$ cat config.mk
export PLATFORM = sky130hd
export DESIGN_NAME = cop_ctrl_regs
export DESIGN_NICKNAME = d
export VERILOG_FILES = /design/src/rtl/cop_regs_pkg.sv /design/src/rtl/cop_access_check.sv /design/src/rtl/cop_mode_stack.sv /design/src/rtl/cop_read_mux.sv /design/src/rtl/cop_ctrl_regs.sv
export SDC_FILE = /design/constraint.sdc
export NUM_CORES = 1
export LEC_CHECK = 0
export CAP_MARGIN = 20
export CORE_MARGIN = 4
export CORE_UTILIZATION = 44
export DETAILED_ROUTE_END_ITERATION = 16
export GPL_ROUTABILITY_DRIVEN = 0
export PLACE_DENSITY = 0.81
export SYNTH_ARGS = -nofsm -noshare
export SYNTH_HDL_FRONTEND = slang
export SYNTH_SLANG_ARGS = --single-unit
$ cat constraint.sdc
create_clock -name clk -period 2.5 [get_ports clk]
set_input_delay 0.5 -clock clk [delete_from_list [all_inputs] [get_ports clk]]
set_output_delay 0.5 -clock clk [all_outputs]
set_load 0.05 [all_outputs]
$ cat src/rtl/cop_regs_pkg.sv
package cop_regs_pkg;
    localparam int ADDR_W  = 5;
    localparam int DATA_W  = 32;
    localparam int HOST_W  = 8;
    localparam int CODE_W  = 5;
    localparam int PAIRS   = 3;
    localparam int STK_W   = 2 * PAIRS;
    localparam int MASK_W  = 8;

    localparam logic [ADDR_W-1:0] RN_BADADDR = 5'd8;
    localparam logic [ADDR_W-1:0] RN_COUNT   = 5'd9;
    localparam logic [ADDR_W-1:0] RN_COMPARE = 5'd11;
    localparam logic [ADDR_W-1:0] RN_STATUS  = 5'd12;
    localparam logic [ADDR_W-1:0] RN_CAUSE   = 5'd13;
    localparam logic [ADDR_W-1:0] RN_EPC     = 5'd14;
    localparam logic [ADDR_W-1:0] RN_HOSTIN  = 5'd20;
    localparam logic [ADDR_W-1:0] RN_HOSTOUT = 5'd21;

    typedef struct packed {
        logic              cu0;
        logic [MASK_W-1:0] im;
        logic [STK_W-1:0]  stk;
    } stat_t;

    typedef struct packed {
        stat_t             stat;
        logic [DATA_W-1:0] epc;
        logic [DATA_W-1:0] bad;
        logic [CODE_W-1:0] code;
        logic [HOST_W-1:0] hin;
        logic [HOST_W-1:0] hout;
    } regs_t;

    function automatic logic [DATA_W-1:0] stat_word(stat_t s);
        stat_word = '0;
        stat_word[28]   = s.cu0;
        stat_word[15:8] = s.im;
        stat_word[STK_W-1:0] = s.stk;
    endfunction
endpackage

$ cat src/rtl/cop_access_check.sv
module cop_access_check
    import cop_regs_pkg::*;
(
    input  logic acc_valid,
    input  logic acc_write,
    input  logic user_mode,
    input  logic cu0,
    input  logic exc_enter,
    output logic fault,
    output logic rd_ok,
    output logic wr_ok
);
    logic allowed;

    always_comb begin
        allowed = !user_mode || cu0;
        fault   = acc_valid && !allowed;
        rd_ok   = acc_valid && allowed && !acc_write;
        wr_ok   = acc_valid && allowed && acc_write && !exc_enter;
    end
endmodule

$ cat src/rtl/cop_mode_stack.sv
module cop_mode_stack
    import cop_regs_pkg::*;
#(
    parameter int N_PAIRS = PAIRS
) (
    input  logic [2*N_PAIRS-1:0] stk_q,
    input  logic                 push,
    input  logic                 pop,
    output logic [2*N_PAIRS-1:0] stk_d
);
    for (genvar i = 0; i < N_PAIRS; i++) begin : g_pair
        logic [1:0] below;
        logic [1:0] above;
        if (i == 0) begin : g_bot
            assign below = 2'b00;
        end else begin : g_mid
            assign below = stk_q[2*i-1 -: 2];
        end
        if (i == N_PAIRS-1) begin : g_top
            assign above = stk_q[2*i+1 -: 2];
        end else begin : g_low
            assign above = stk_q[2*i+3 -: 2];
        end
        always_comb begin
            if (push)     stk_d[2*i+1 -: 2] = below;
            else if (pop) stk_d[2*i+1 -: 2] = above;
            else          stk_d[2*i+1 -: 2] = stk_q[2*i+1 -: 2];
        end
    end
endmodule

$ cat src/rtl/cop_read_mux.sv
module cop_read_mux
    import cop_regs_pkg::*;
(
    input  logic [ADDR_W-1:0] addr,
    input  logic              rd_ok,
    input  regs_t             regs,
    input  logic [DATA_W-1:0] count_val,
    input  logic [DATA_W-1:0] compare_val,
    output logic [DATA_W-1:0] rd_data
);
    always_comb begin
        rd_data = '0;
        if (rd_ok) begin
            case (addr)
                RN_BADADDR: rd_data = regs.bad;
                RN_COUNT:   rd_data = count_val;
                RN_COMPARE: rd_data = compare_val;
                RN_STATUS:  rd_data = stat_word(regs.stat);
                RN_CAUSE:   rd_data = {{(DATA_W-CODE_W-2){1'b0}}, regs.code, 2'b00};
                RN_EPC:     rd_data = regs.epc;
                RN_HOSTIN:  rd_data = {{(DATA_W-HOST_W){1'b0}}, regs.hin};
                RN_HOSTOUT: rd_data = {{(DATA_W-HOST_W){1'b0}}, regs.hout};
                default:    rd_data = '0;
            endcase
        end
    end
endmodule

$ cat src/rtl/cop_ctrl_regs.sv
module cop_ctrl_regs
    import cop_regs_pkg::*;
(
    input  logic              clk,
    input  logic              rst_n,
    input  logic              acc_valid,
    input  logic              acc_write,
    input  logic [ADDR_W-1:0] acc_addr,
    input  logic [DATA_W-1:0] acc_wdata,
    output logic [DATA_W-1:0] rd_data,
    output logic              unusable_fault,
    input  logic              exc_enter,
    input  logic              exc_return,
    input  logic [DATA_W-1:0] exc_pc,
    input  logic [DATA_W-1:0] exc_badaddr,
    input  logic [CODE_W-1:0] exc_code,
    input  logic              host_wr,
    input  logic [HOST_W-1:0] host_wdata,
    output logic [HOST_W-1:0] host_out,
    input  logic [DATA_W-1:0] count_val,
    input  logic [DATA_W-1:0] compare_val,
    output logic              tmr_we,
    output logic              tmr_sel,
    output logic              kernel_mode,
    output logic              irq_enable,
    output logic [MASK_W-1:0] irq_mask
);
    regs_t state_d, state_q;
    logic rd_ok, wr_ok;
    logic [STK_W-1:0] stk_next;

    cop_access_check u_chk_acc (
        .acc_valid (acc_valid),
        .acc_write (acc_write),
        .user_mode (state_q.stat.stk[1]),
        .cu0       (state_q.stat.cu0),
        .exc_enter (exc_enter),
        .fault     (unusable_fault),
        .rd_ok     (rd_ok),
        .wr_ok     (wr_ok)
    );

    cop_mode_stack #(.N_PAIRS(PAIRS)) u_stack (
        .stk_q (state_q.stat.stk),
        .push  (exc_enter),
        .pop   (exc_return && !exc_enter),
        .stk_d (stk_next)
    );

    cop_read_mux u_rmux (
        .addr        (acc_addr),
        .rd_ok       (rd_ok),
        .regs        (state_q),
        .count_val   (count_val),
        .compare_val (compare_val),
        .rd_data     (rd_data)
    );

    always_comb begin
        state_d = state_q;
        state_d.stat.stk = stk_next;
        if (host_wr) state_d.hin = host_wdata;
        if (exc_enter) begin
            state_d.epc  = exc_pc;
            state_d.bad  = exc_badaddr;
            state_d.code = exc_code;
        end else if (wr_ok) begin
            case (acc_addr)
                RN_STATUS: begin
                    state_d.stat.cu0 = acc_wdata[28];
                    state_d.stat.im  = acc_wdata[15:8];
                    state_d.stat.stk = acc_wdata[STK_W-1:0];
                end
                RN_EPC:     state_d.epc  = acc_wdata;
                RN_HOSTOUT: state_d.hout = acc_wdata[HOST_W-1:0];
                default: ;
            endcase
        end
    end

    always_ff @(posedge clk or negedge rst_n) begin
        if (!rst_n) state_q <= '0;
        else        state_q <= state_d;
    end

    assign tmr_we      = wr_ok && (acc_addr == RN_COUNT || acc_addr == RN_COMPARE);
    assign tmr_sel     = (acc_addr == RN_COMPARE);
    assign host_out    = state_q.hout;
    assign kernel_mode = !state_q.stat.stk[1];
    assign irq_enable  = state_q.stat.stk[0];
    assign irq_mask    = state_q.stat.im;
endmodule

**Yosys cells after proc, flatten, opt, wreduce, memory -nomap -nowiden**

Cells that the tools add are included.

- Register bits after elaboration: 100
- Output and inout port bits: 53

- Equality and inequality tests: 8
- Muxes and demuxes: 12
- Bitwise operators: 1
- Reductions and logical operators: 18

Operators with widths:

| kind | number |
|---|---|
| 32-bit case mux with 8 select lines | 1 |
| 32-bit 2-to-1 mux | 3 |
| 38-bit 2-to-1 mux | 1 |
| 5-bit by 4-bit == test with 1-bit output, second input constant | 6 |
| 6-bit 2-to-1 mux | 2 |
| 5-bit == test, second input constant | 2 |
| 2-bit 2-to-1 mux | 5 |
| 1-bit logical AND | 7 |
| 3-bit AND reduction | 2 |
| 1-bit zero test | 4 |
| 2-bit nonzero test | 2 |
| 1-bit logical OR | 2 |
| 2-bit AND reduction | 1 |
| 1-bit NOT | 1 |

**Logic depth before layout (Yosys ltp)**

Gate-level depths: netlist of run 1.

- Depth after elaboration: 7
- Gate-level depth with buffers: 7
- Mapped depth without buffers: 4

**Modules after synthesis**

Synthesis of run 1 repeated with hierarchy kept, for this count alone.

- Cell total of the unflattened synthesis: 584
- Area, all modules: 6232.2 µm²

By module, submodules not included:

| module | times used | cells each | area an instance (µm²) |
|---|---|---|---|
| cop_ctrl_regs | 1 | 356 | 4460.5 |
| cop_read_mux | 1 | 210 | 1612.8 |
| cop_mode_stack | 1 | 14 | 113.9 |
| cop_access_check | 1 | 4 | 45.0 |

**Worst setup path after synthesis of run 1**

OpenSTA, ideal clock, no wires.

- Path type: input port to output port
- From: input port exc_enter
- To: output port tmr_we
- Arrival: 2.604 ns
- Setup slack: -0.604 ns
- Cell stages on the path: 4
- Path buffers: 3
- Cell sequence: clkbuf_1 clkbuf_1 buf_1 nor4_1

- Word-level cells in the longest chain between the ends: 3

RTL lines:

| element | line | RTL |
|---|---|---|
| start, declared | cop_ctrl_regs.sv:12 | `input logic exc_enter,` |
| 1-bit zero test | cop_access_check.sv:19 | `wr_ok = acc_valid && allowed && acc_write && !exc_enter;` |
| 1-bit logical AND | cop_access_check.sv:19 |  |
| 1-bit logical AND | cop_ctrl_regs.sv:86 | `assign tmr_we = wr_ok && (acc_addr == RN_COUNT \|\| acc_addr == RN_COMPARE);` |
| end, declared | cop_ctrl_regs.sv:22 | `output logic tmr_we,` |

Every way passes these cells.

**Final worst setup path of run 1**

- From: input port acc_addr[4]
- To: output port rd_data[0]

- Word-level cells in the longest chain between the ends: 3
- Elaborated cells between the ends (all ways): 10

RTL lines:

| element | line | RTL |
|---|---|---|
| start, declared | cop_ctrl_regs.sv:8 | `input logic [ADDR_W-1:0] acc_addr,` |
| 5-bit == test / 5-bit by 4-bit == test with 1-bit output (equally long branches) | cop_read_mux.sv:14 | `case (addr)` |
| 32-bit case mux with 8 select lines * | cop_read_mux.sv:14 |  |
| 32-bit 2-to-1 mux * | cop_read_mux.sv:13 | `if (rd_ok) begin` |
| end, declared | cop_ctrl_regs.sv:10 | `output logic [DATA_W-1:0] rd_data,` |

Every way passes the cells marked *; elsewhere a longest branch is shown, timed or not.

==> metrics.txt, run 1 <==
# TYPE chip_impl_metric gauge
chip_impl_info{name="status",value="complete, no violations"} 1
chip_impl_metric{name="place_ws",unit="ns"} -0.4735
chip_impl_metric{name="slowest_delay",unit="ns"} 0.44
chip_impl_metric{name="cts_max_path_buffers",unit=""} 2
chip_impl_info{name="r2r_start",value="state_q[86]"} 1
chip_impl_info{name="crit_family",value="compound AO/OA/AOI/OAI gates"} 1
chip_impl_metric{name="crit_fanout",unit=""} 8
chip_impl_info{name="critical_path.reg2reg.endpoint",value="irq_mask[1]"} 1
chip_impl_metric{name="worstPathArrival",unit="ns"} 1.96
chip_impl_metric{name="avgViaCountPerCell",unit=""} 5.776
chip_impl_metric{name="synth_cell_type_count",unit=""} 47
chip_impl_metric{name="first_pass_grt_wire_length",unit="um"} 31110
chip_impl_metric{name="final_layout_size_suffix_gt1_frac",unit=""} 0.2912
chip_impl_metric{name="slew_headroom",unit=""} 0.6321
chip_impl_metric{name="max-cap-violations",unit=""} 0
chip_impl_metric{name="routedWlPerCell",unit="um"} 21.30
chip_impl_info{name="min-delay-path-class",value="input pin to asynchronous set/reset pin"} 1
chip_impl_metric{name="num_antenna_cells",unit=""} 0
chip_impl_metric{name="cp_data_required_time",unit="ns"} 2.00
chip_impl_metric{name="io_buffer_count",unit=""} 237
chip_impl_info{name="clk_root_buffer_cell",value="sky130_fd_sc_hd__clkbuf_16"} 1
chip_impl_info{name="critPathCaptureType",value="primary output"} 1
chip_impl_metric{name="reg2reg_slack",unit="ns"} 0.75
chip_impl_metric{name="ys_seq_elements",unit=""} 100
chip_impl_metric{name="yosys.area_share.simple",unit=""} 0.1271
chip_impl_metric{name="dp_cells",unit=""} 934
chip_impl_metric{name="setup-violations-final",unit=""} 0
chip_impl_info{name="worst_path_max_delay_cell",value="sky130_fd_sc_hd__a211o_4"} 1
chip_impl_metric{name="layout.nets",unit=""} 963
chip_impl_metric{name="grtUsageTotal",unit=""} 0.2708
chip_impl_metric{name="first_iteration_detailed_routing_drc_count",unit=""} 503
chip_impl_info{name="timing_worst_setup_path_type",value="input pin to primary output"} 1
chip_impl_metric{name="final_core_utilization",unit=""} 0.7401
chip_impl_metric{name="start_util",unit=""} 0.4512
chip_impl_info{name="main_combinational_cell_family_by_area_after_synthesis",value="compound AO/OA/AOI/OAI gates"} 1
chip_impl_metric{name="core-area",unit="um2"} 12720
chip_impl_metric{name="fill_cells",unit=""} 866
chip_impl_metric{name="hold_viol",unit=""} 0
chip_impl_metric{name="timing.clock.skew",unit="ns"} 0.007584
chip_impl_metric{name="ys_seq_area_frac",unit=""} 0.4359
chip_impl_metric{name="postSynthCellCount",unit=""} 540
chip_impl_metric{name="cts-htree-levels",unit=""} 3
chip_impl_metric{name="clock_sinks",unit=""} 100
chip_impl_metric{name="die_height",unit="um"} 122.2
chip_impl_info{name="tritoncts",value="done"} 1
chip_impl_metric{name="drt_pre_antenna_iters",unit=""} 5
chip_impl_info{name="synth_most_common_cell",value="sky130_fd_sc_hd__dfrtp_1"} 1
chip_impl_metric{name="synthesized_area_fraction_occupied_by_adder_cells",unit=""} 0
chip_impl_info{name="startpoint_type",value="input pin"} 1
chip_impl_metric{name="final_max_slew_viol_count",unit=""} 0
chip_impl_metric{name="post-synth-top-area-fraction",unit=""} 0.4359
chip_impl_metric{name="pin_count_of_the_biggest_net_entering_global_routing",unit=""} 48
chip_impl_metric{name="drcViolationCount",unit=""} 0
chip_impl_metric{name="row_count",unit=""} 41
chip_impl_metric{name="initial_antenna_violation_count",unit=""} 0
chip_impl_metric{name="final_min_period_over_clock_period",unit=""} 0.9841
chip_impl_metric{name="floorplan.die.width",unit="um"} 122.2
chip_impl_metric{name="r2r.worst_path.cells",unit=""} 5
chip_impl_metric{name="syn2layout_area_growth",unit="%"} 64.01
chip_impl_metric{name="clkSlewWorstSetupHoldPaths",unit="ns"} 0.07
chip_impl_metric{name="fin_total_pwr",unit="mW"} 4.312
chip_impl_metric{name="dieArea",unit="um2"} 14940
chip_impl_metric{name="synth-xor-area-share",unit=""} 0
chip_impl_info{name="cp_cell_instances",value="buf_4 -> nand2b_4 -> a21o_1 -> a211o_4 -> buf_12 -> a31oi_4 -> buf_12"} 1
chip_impl_metric{name="period_minus_slack",unit="ns"} 2.460
chip_impl_metric{name="synth_warnings",unit=""} 0
chip_impl_metric{name="cts_hold_repair.buffers",unit=""} 0
chip_impl_metric{name="synth-compound-area-share",unit=""} 0.1918
chip_impl_metric{name="instances_no_fill",unit=""} 955
chip_impl_metric{name="tightestPinTransition",unit="ns"} 0.5502
chip_impl_metric{name="dpl_hpwl",unit="um"} 15230
chip_impl_metric{name="bufs_and_invs_on_worst_path",unit=""} 3
chip_impl_metric{name="route.vias.total",unit=""} 5516
chip_impl_metric{name="grt_overflow_total",unit=""} 0
chip_impl_metric{name="pin_count",unit=""} 238
chip_impl_metric{name="cts_made_buffers",unit=""} 9
chip_impl_info{name="critical_path_launch_point",value="acc_addr[4]"} 1
chip_impl_metric{name="vdd_drop_max",unit="uV"} 354.8
chip_impl_metric{name="netlist_area",unit="um2"} 5741
chip_impl_metric{name="number_of_synthesized_flops_with_an_enable_pin",unit=""} 0
chip_impl_metric{name="finalWirelength",unit="um"} 20340
chip_impl_metric{name="max_clock_freq",unit="MHz"} 406.5
chip_impl_metric{name="timing.final.ws_setup",unit="ns"} 0.03973
chip_impl_metric{name="powerDensity",unit="nW/um2"} 458.0
chip_impl_info{name="netlist_top_cells_count",value="sky130_fd_sc_hd__dfrtp_1 (100), sky130_fd_sc_hd__mux2_2 (66), sky130_fd_sc_hd__a21oi_1 (50), sky130_fd_sc_hd__nand2_1 (46), sky130_fd_sc_hd__nor2b_1 (37)"} 1
chip_impl_metric{name="power.static_leakage",unit="nW"} 3.828
chip_impl_metric{name="antenna_left",unit=""} 0
chip_impl_metric{name="async_flop_share",unit=""} 1.000
chip_impl_metric{name="synth_nets",unit=""} 725
chip_impl_metric{name="vias_in_the_first_global_route",unit=""} 5956
chip_impl_metric{name="synth.mux.area_fraction",unit=""} 0.1870
chip_impl_metric{name="syn_area_per_cell",unit="um2"} 10.63
chip_impl_info{name="top_ff_cell_synth",value="sky130_fd_sc_hd__dfrtp_1"} 1
chip_impl_info{name="synth_top_cell_by_area",value="sky130_fd_sc_hd__dfrtp_1"} 1
chip_impl_metric{name="clock_latency",unit="ns"} 0.35
chip_impl_info{name="timing.critical_path.mode_cell",value="sky130_fd_sc_hd__buf_12"} 1
chip_impl_metric{name="whs",unit="ns"} 0.08858
chip_impl_info{name="ys_top_cells_by_area",value="sky130_fd_sc_hd__dfrtp_1 (44%), sky130_fd_sc_hd__mux2_2 (13%), sky130_fd_sc_hd__a21oi_1 (4.4%), sky130_fd_sc_hd__nor2b_1 (4.0%), sky130_fd_sc_hd__a22o_1 (3.2%)"} 1
registers in the layout (all words and copies together) (netlist names):
signal / flops
irq_mask: 8
irq_enable: 1
state_q: 83
host_out: 8
power by group:
part,internal [mW],switching (mW)
Sequential,1.77,0.0950
Clock,0.808,0.621
Combinational,0.573,0.449
worst register-to-register path, cell delays in order, from the launching register on:
cell	delay [ns]
sky130_fd_sc_hd__dfrtp_1	0.45
sky130_fd_sc_hd__nor2b_1	0.37
sky130_fd_sc_hd__nor2_2	0.15
sky130_fd_sc_hd__nand4b_2	0.11
sky130_fd_sc_hd__buf_4	0.19
sky130_fd_sc_hd__mux2_1	0.36
cell usage in the layout (no fill, tap or decap), types with 5 or more instances in the layout:
master / n
sky130_fd_sc_hd__a21oi_1: 50
sky130_fd_sc_hd__a21oi_4: 14
sky130_fd_sc_hd__a222oi_1: 15
sky130_fd_sc_hd__a22o_1: 21
sky130_fd_sc_hd__a22oi_1: 23
sky130_fd_sc_hd__a31oi_1: 16
sky130_fd_sc_hd__and2_1: 5
sky130_fd_sc_hd__buf_12: 44
sky130_fd_sc_hd__buf_4: 40
sky130_fd_sc_hd__clkbuf_16: 9
sky130_fd_sc_hd__clkdlybuf4s50_1: 194
sky130_fd_sc_hd__dfrtp_1: 100
sky130_fd_sc_hd__mux2_1: 16
sky130_fd_sc_hd__mux2_2: 66
sky130_fd_sc_hd__mux2i_1: 6
sky130_fd_sc_hd__nand2_1: 46
sky130_fd_sc_hd__nor2_2: 17
sky130_fd_sc_hd__nor2b_1: 34
worst max-delay path by stage:
stage / to / slack (ns) / cells after the start
after floorplan: rd_data[20] / -0.17 / 6
after global placement: rd_data[31] / -0.42 / 7
after detailed placement: rd_data[18] / -0.47 / 7
after CTS: rd_data[0] / 0.001 / 8
after global routing: rd_data[0] / -0.01 / 7
final: rd_data[0] / 0.04 / 7
per-layer routing:
metal,vias to the layer above,global-route usage,routed length [um]
li1,2470,-,-
met1,2718,0.3213,7651
met2,285,0.4614,10090
met3,43,0.08018,2033
met4,0,0.1085,567
met5,-,0,0
layout make-up:
type,count,area [um2],area share
inverters,1,3.754,0.0003987
well taps,172,215.2,0.02286
clock inverters,5,57.56,0.006113
clock buffers,11,242.7,0.02578
flip-flops and latches,100,2502,0.2658
multi-input cells,378,3147,0.3342
repair buffers,288,3247,0.3449
per-stage QoR:
step | cell area [um2] | setup TNS (ns)
3_5_place_dp | 8909 | -14.59
2_1_floorplan | 5842 | -1.944
4_1_cts | 9393 | 0
5_1_grt | 9415 | -0.02134
6_report | 9415 | 0
3_3_place_gp | 8909 | -11.81
cell families (layout without fill, tap and decap cells):
kind of cell / after synthesis / count (layout)
AO/OA/AOI/OAI: 156 / 156
flip-flops: 100 / 100
AND/OR/NAND/NOR: 130 / 130
multiplexers: 92 / 92
buffers and inverters: 62 / 305
timing repair:
item                                    4_1_cts  5_1_grt
pin swaps                                     4        3
hold endpoints to repair                      0        0
buffers inserted                              3        0
cloned                                        3        0
gates resized for setup                      48       11
endpoints found under the setup margin       34       31
Power figures use the tool's default switching activity.
==> run 2, diff against run 1 <==
SETUP_SLACK_MARGIN = 0.3   (was not set)
==> run 2 against run 1 <==
Net effect:
- via count up 2.3%
- critical path depth up 1
- core utilization up 3.7 points
- count of clock-buffer cells in the layout up 1
- register-to-register slack worse by 0.03 ns
- non-clock buffer count up 29
- total power up 6.5%
- worst hold slack better by 0.048 ns
- first-iteration DRC count down 5.0%
- cell area up 5.1%
- die area unchanged
- combinational power up 7%
- largest power group unchanged
==> metrics.txt, run 2 (same netlist as run 1, synthesis figures left out) <==
# TYPE chip_impl_metric gauge
chip_impl_info{name="status",value="complete, no violations"} 1
chip_impl_metric{name="pin_count_of_the_biggest_net_entering_global_routing",unit=""} 59
chip_impl_info{name="r2r_start",value="state_q[86]"} 1
chip_impl_info{name="timing.critical_path.mode_cell",value="sky130_fd_sc_hd__buf_12"} 1
chip_impl_metric{name="antenna_left",unit=""} 0
chip_impl_info{name="most-common-layout-cells",value="sky130_fd_sc_hd__clkdlybuf4s50_1 (191), sky130_fd_sc_hd__dfrtp_1 (100), sky130_fd_sc_hd__mux2_2 (65), sky130_fd_sc_hd__buf_4 (63), sky130_fd_sc_hd__a21oi_1 (50)"} 1
chip_impl_metric{name="pin_count",unit=""} 238
chip_impl_info{name="critPathCaptureType",value="primary output"} 1
chip_impl_metric{name="bufs_and_invs_on_worst_path",unit=""} 5
chip_impl_info{name="crit_family",value="buffers and inverters"} 1
chip_impl_metric{name="row_count",unit=""} 41
chip_impl_metric{name="finalWirelength",unit="um"} 21720
chip_impl_metric{name="final_min_period_over_clock_period",unit=""} 0.9843
chip_impl_metric{name="period_minus_slack",unit="ns"} 2.461
chip_impl_metric{name="crit_fanout",unit=""} 8
chip_impl_metric{name="core-area",unit="um2"} 12720
chip_impl_metric{name="start_util",unit=""} 0.4512
chip_impl_metric{name="grtUsageTotal",unit=""} 0.2909
chip_impl_metric{name="slowest_delay",unit="ns"} 0.43
chip_impl_info{name="min-delay-path-class",value="input pin to asynchronous set/reset pin"} 1
chip_impl_metric{name="cp_data_required_time",unit="ns"} 2.00
chip_impl_metric{name="largest_register_ffs",unit=""} 83
chip_impl_metric{name="power.static_leakage",unit="nW"} 4.027
chip_impl_metric{name="num_antenna_cells",unit=""} 0
chip_impl_metric{name="drt_pre_antenna_iters",unit=""} 5
chip_impl_metric{name="io_buffer_count",unit=""} 237
chip_impl_metric{name="instances_no_fill",unit=""} 984
chip_impl_metric{name="vias_in_the_first_global_route",unit=""} 6278
chip_impl_metric{name="reg2reg_slack",unit="ns"} 0.72
chip_impl_metric{name="initial_antenna_violation_count",unit=""} 0
chip_impl_metric{name="pwr-share-comb",unit=""} 0.237
chip_impl_info{name="rsz0062_at_grt",value="yes"} 1
chip_impl_metric{name="hold_viol",unit=""} 0
chip_impl_metric{name="place_ws",unit="ns"} -0.4221
chip_impl_metric{name="netSwitchingFraction",unit=""} 0.2575
chip_impl_metric{name="avgViaCountPerCell",unit=""} 5.733
chip_impl_metric{name="pwr-share-seq",unit=""} 0.405
chip_impl_metric{name="syn2layout_area_growth",unit="%"} 72.32
chip_impl_metric{name="timing.clock.skew",unit="ns"} 0.01026
chip_impl_info{name="regMostFlops",value="state_q"} 1
chip_impl_info{name="tritoncts",value="done"} 1
chip_impl_metric{name="clock_latency",unit="ns"} 0.35
chip_impl_metric{name="cts_hold_repair.buffers",unit=""} 0
chip_impl_metric{name="share_clk_of_total_power",unit=""} 0.358
chip_impl_metric{name="max-cap-violations",unit=""} 0
chip_impl_metric{name="fin_total_pwr",unit="mW"} 4.591
chip_impl_metric{name="final_layout_size_suffix_gt1_frac",unit=""} 0.3251
chip_impl_metric{name="clkSlewWorstSetupHoldPaths",unit="ns"} 0.07
chip_impl_metric{name="layout.nets",unit=""} 992
chip_impl_metric{name="tightestPinTransition",unit="ns"} 0.5688
chip_impl_metric{name="dieArea",unit="um2"} 14940
chip_impl_info{name="clk_root_buffer_cell",value="sky130_fd_sc_hd__clkbuf_16"} 1
chip_impl_metric{name="worstPathArrival",unit="ns"} 1.96
chip_impl_metric{name="dp_cells",unit=""} 956
chip_impl_metric{name="cts-htree-levels",unit=""} 3
chip_impl_metric{name="number_of_cells_on_the_critical_path",unit=""} 8
chip_impl_metric{name="route.vias.total",unit=""} 5641
chip_impl_metric{name="cts_made_buffers",unit=""} 9
chip_impl_info{name="worst_path_max_delay_cell",value="sky130_fd_sc_hd__a211o_4"} 1
chip_impl_metric{name="timing.final.ws_setup",unit="ns"} 0.03916
chip_impl_metric{name="dpl_hpwl",unit="um"} 15970
chip_impl_metric{name="powerDensity",unit="nW/um2"} 464.1
chip_impl_metric{name="die_height",unit="um"} 122.2
chip_impl_metric{name="r2r.worst_path.cells",unit=""} 6
chip_impl_info{name="critical_path_launch_point",value="acc_addr[1]"} 1
chip_impl_metric{name="final_max_slew_viol_count",unit=""} 0
chip_impl_info{name="timing_worst_setup_path_type",value="input pin to primary output"} 1
chip_impl_metric{name="first_iteration_detailed_routing_drc_count",unit=""} 478
chip_impl_info{name="setup.worst_path.end",value="rd_data[27]"} 1
chip_impl_info{name="startpoint_type",value="input pin"} 1
chip_impl_metric{name="power.net_switching",unit="mW"} 1.182
chip_impl_metric{name="floorplan.die.width",unit="um"} 122.2
chip_impl_info{name="critical_path.reg2reg.endpoint",value="irq_mask[2]"} 1
chip_impl_metric{name="cell_internal_pwr",unit="mW"} 3.409
chip_impl_metric{name="slew_headroom",unit=""} 0.6208
chip_impl_metric{name="max_clock_freq",unit="MHz"} 406.4
chip_impl_info{name="leading_cell_type_in_the_layout_fill_and_taps_excluded",value="sky130_fd_sc_hd__clkdlybuf4s50_1"} 1
chip_impl_metric{name="vdd_drop_max",unit="uV"} 391.3
chip_impl_metric{name="routedWlPerCell",unit="um"} 22.07
chip_impl_metric{name="drcViolationCount",unit=""} 0
chip_impl_metric{name="first_pass_grt_wire_length",unit="um"} 33240
chip_impl_info{name="cp_cell_instances",value="buf_4 -> buf_6 -> a21o_1 -> a211o_4 -> buf_12 -> buf_16 -> nor2_4 -> buf_12"} 1
chip_impl_metric{name="grt_overflow_total",unit=""} 0
chip_impl_metric{name="cts_max_path_buffers",unit=""} 2
chip_impl_metric{name="setup-violations-final",unit=""} 0
chip_impl_metric{name="clock_sinks",unit=""} 100
[run 2: cell count changes in the layout (fill, tap and decap cells not counted), sizes merged]
cell | previous run | this run
bufinv | 1 | 3
clkdlybuf4s50 | 194 | 191
buf | 93 | 122
clkinv | 2 | 1
clkbuf | 11 | 12
inv | 3 | 1
dlygate4sd2 | 1 | 4
[run 2: per-stage QoR]
step	TNS, ns	util	area (um2)	hold slack [ns]
after floorplan	0	-	6138	0.2044
after global placement	-9.688	0.7302	9290	0.4871
after detailed placement	-12.78	0.7302	9290	0.4967
after CTS	0	0.7751	9861	0.1485
after global routing	-0.002981	0.7775	9892	0.1786
final	0	0.7775	9892	0.1365
[run 2: worst register-to-register path, cell delays in order, from the launching register on]
cell and delay, ns:
sky130_fd_sc_hd__dfrtp_1 0.38, sky130_fd_sc_hd__buf_4 0.14, sky130_fd_sc_hd__nor2b_1 0.17, sky130_fd_sc_hd__nor2_2 0.28, sky130_fd_sc_hd__nand4b_2 0.15, sky130_fd_sc_hd__buf_4 0.21
sky130_fd_sc_hd__mux2_1 0.33
[run 2: timing repair]
action	in CTS	in global routing
setup buffers	9	1
setup endpoints to repair	38	33
endpoints found under the hold margin	0	0
resized for setup	57	6
pin swaps	17	9
cloned	2	0
[run 2: cell type report]
| class | instances | area (um2) |
|---|---|---|
| inverter | 1 | 3.754 |
| tap | 172 | 215.2 |
| timing repair buffer | 317 | 3548 |
| fill | 830 | 2830 |
| clock buffer | 12 | 256.5 |
| multi-input combinational | 378 | 3271 |
| sequential | 100 | 2502 |
| clock inverter | 4 | 95.09 |
[run 2: metal layers]
layer / vias to the layer above / wire length, um / share of wire / global-route usage
li1: 2517 / - / - / -
met1: 2786 / 8120 / 0.37 / 0.3388
met2: 273 / 11270 / 0.52 / 0.5187
met3: 65 / 1452 / 0.067 / 0.04793
met4: 0 / 873 / 0.040 / 0.1421
met5: - / 0 / 0 / 0
[run 2: worst min path at each step]
stage / startpoint / end
floorplan: rst_n / host_out[0]
global placement: state_q[17] / state_q[17]
detailed placement: state_q[49] / state_q[49]
CTS: rst_n / state_q[12]
global route: rst_n / host_out[5]
finish: rst_n / state_q[12]
[run 2: power groups by stage]
stage / clock (mW) / combinational [mW] / sequential, mW
2_1_floorplan: 0 / 0.531 / 1.85
3_3_place_gp: 0 / 1.01 / 1.88
3_5_place_dp: 0 / 1.04 / 1.89
4_1_cts: 1.67 / 1.08 / 1.86
5_1_grt: 1.73 / 1.15 / 1.87
6_report: 1.64 / 1.09 / 1.86
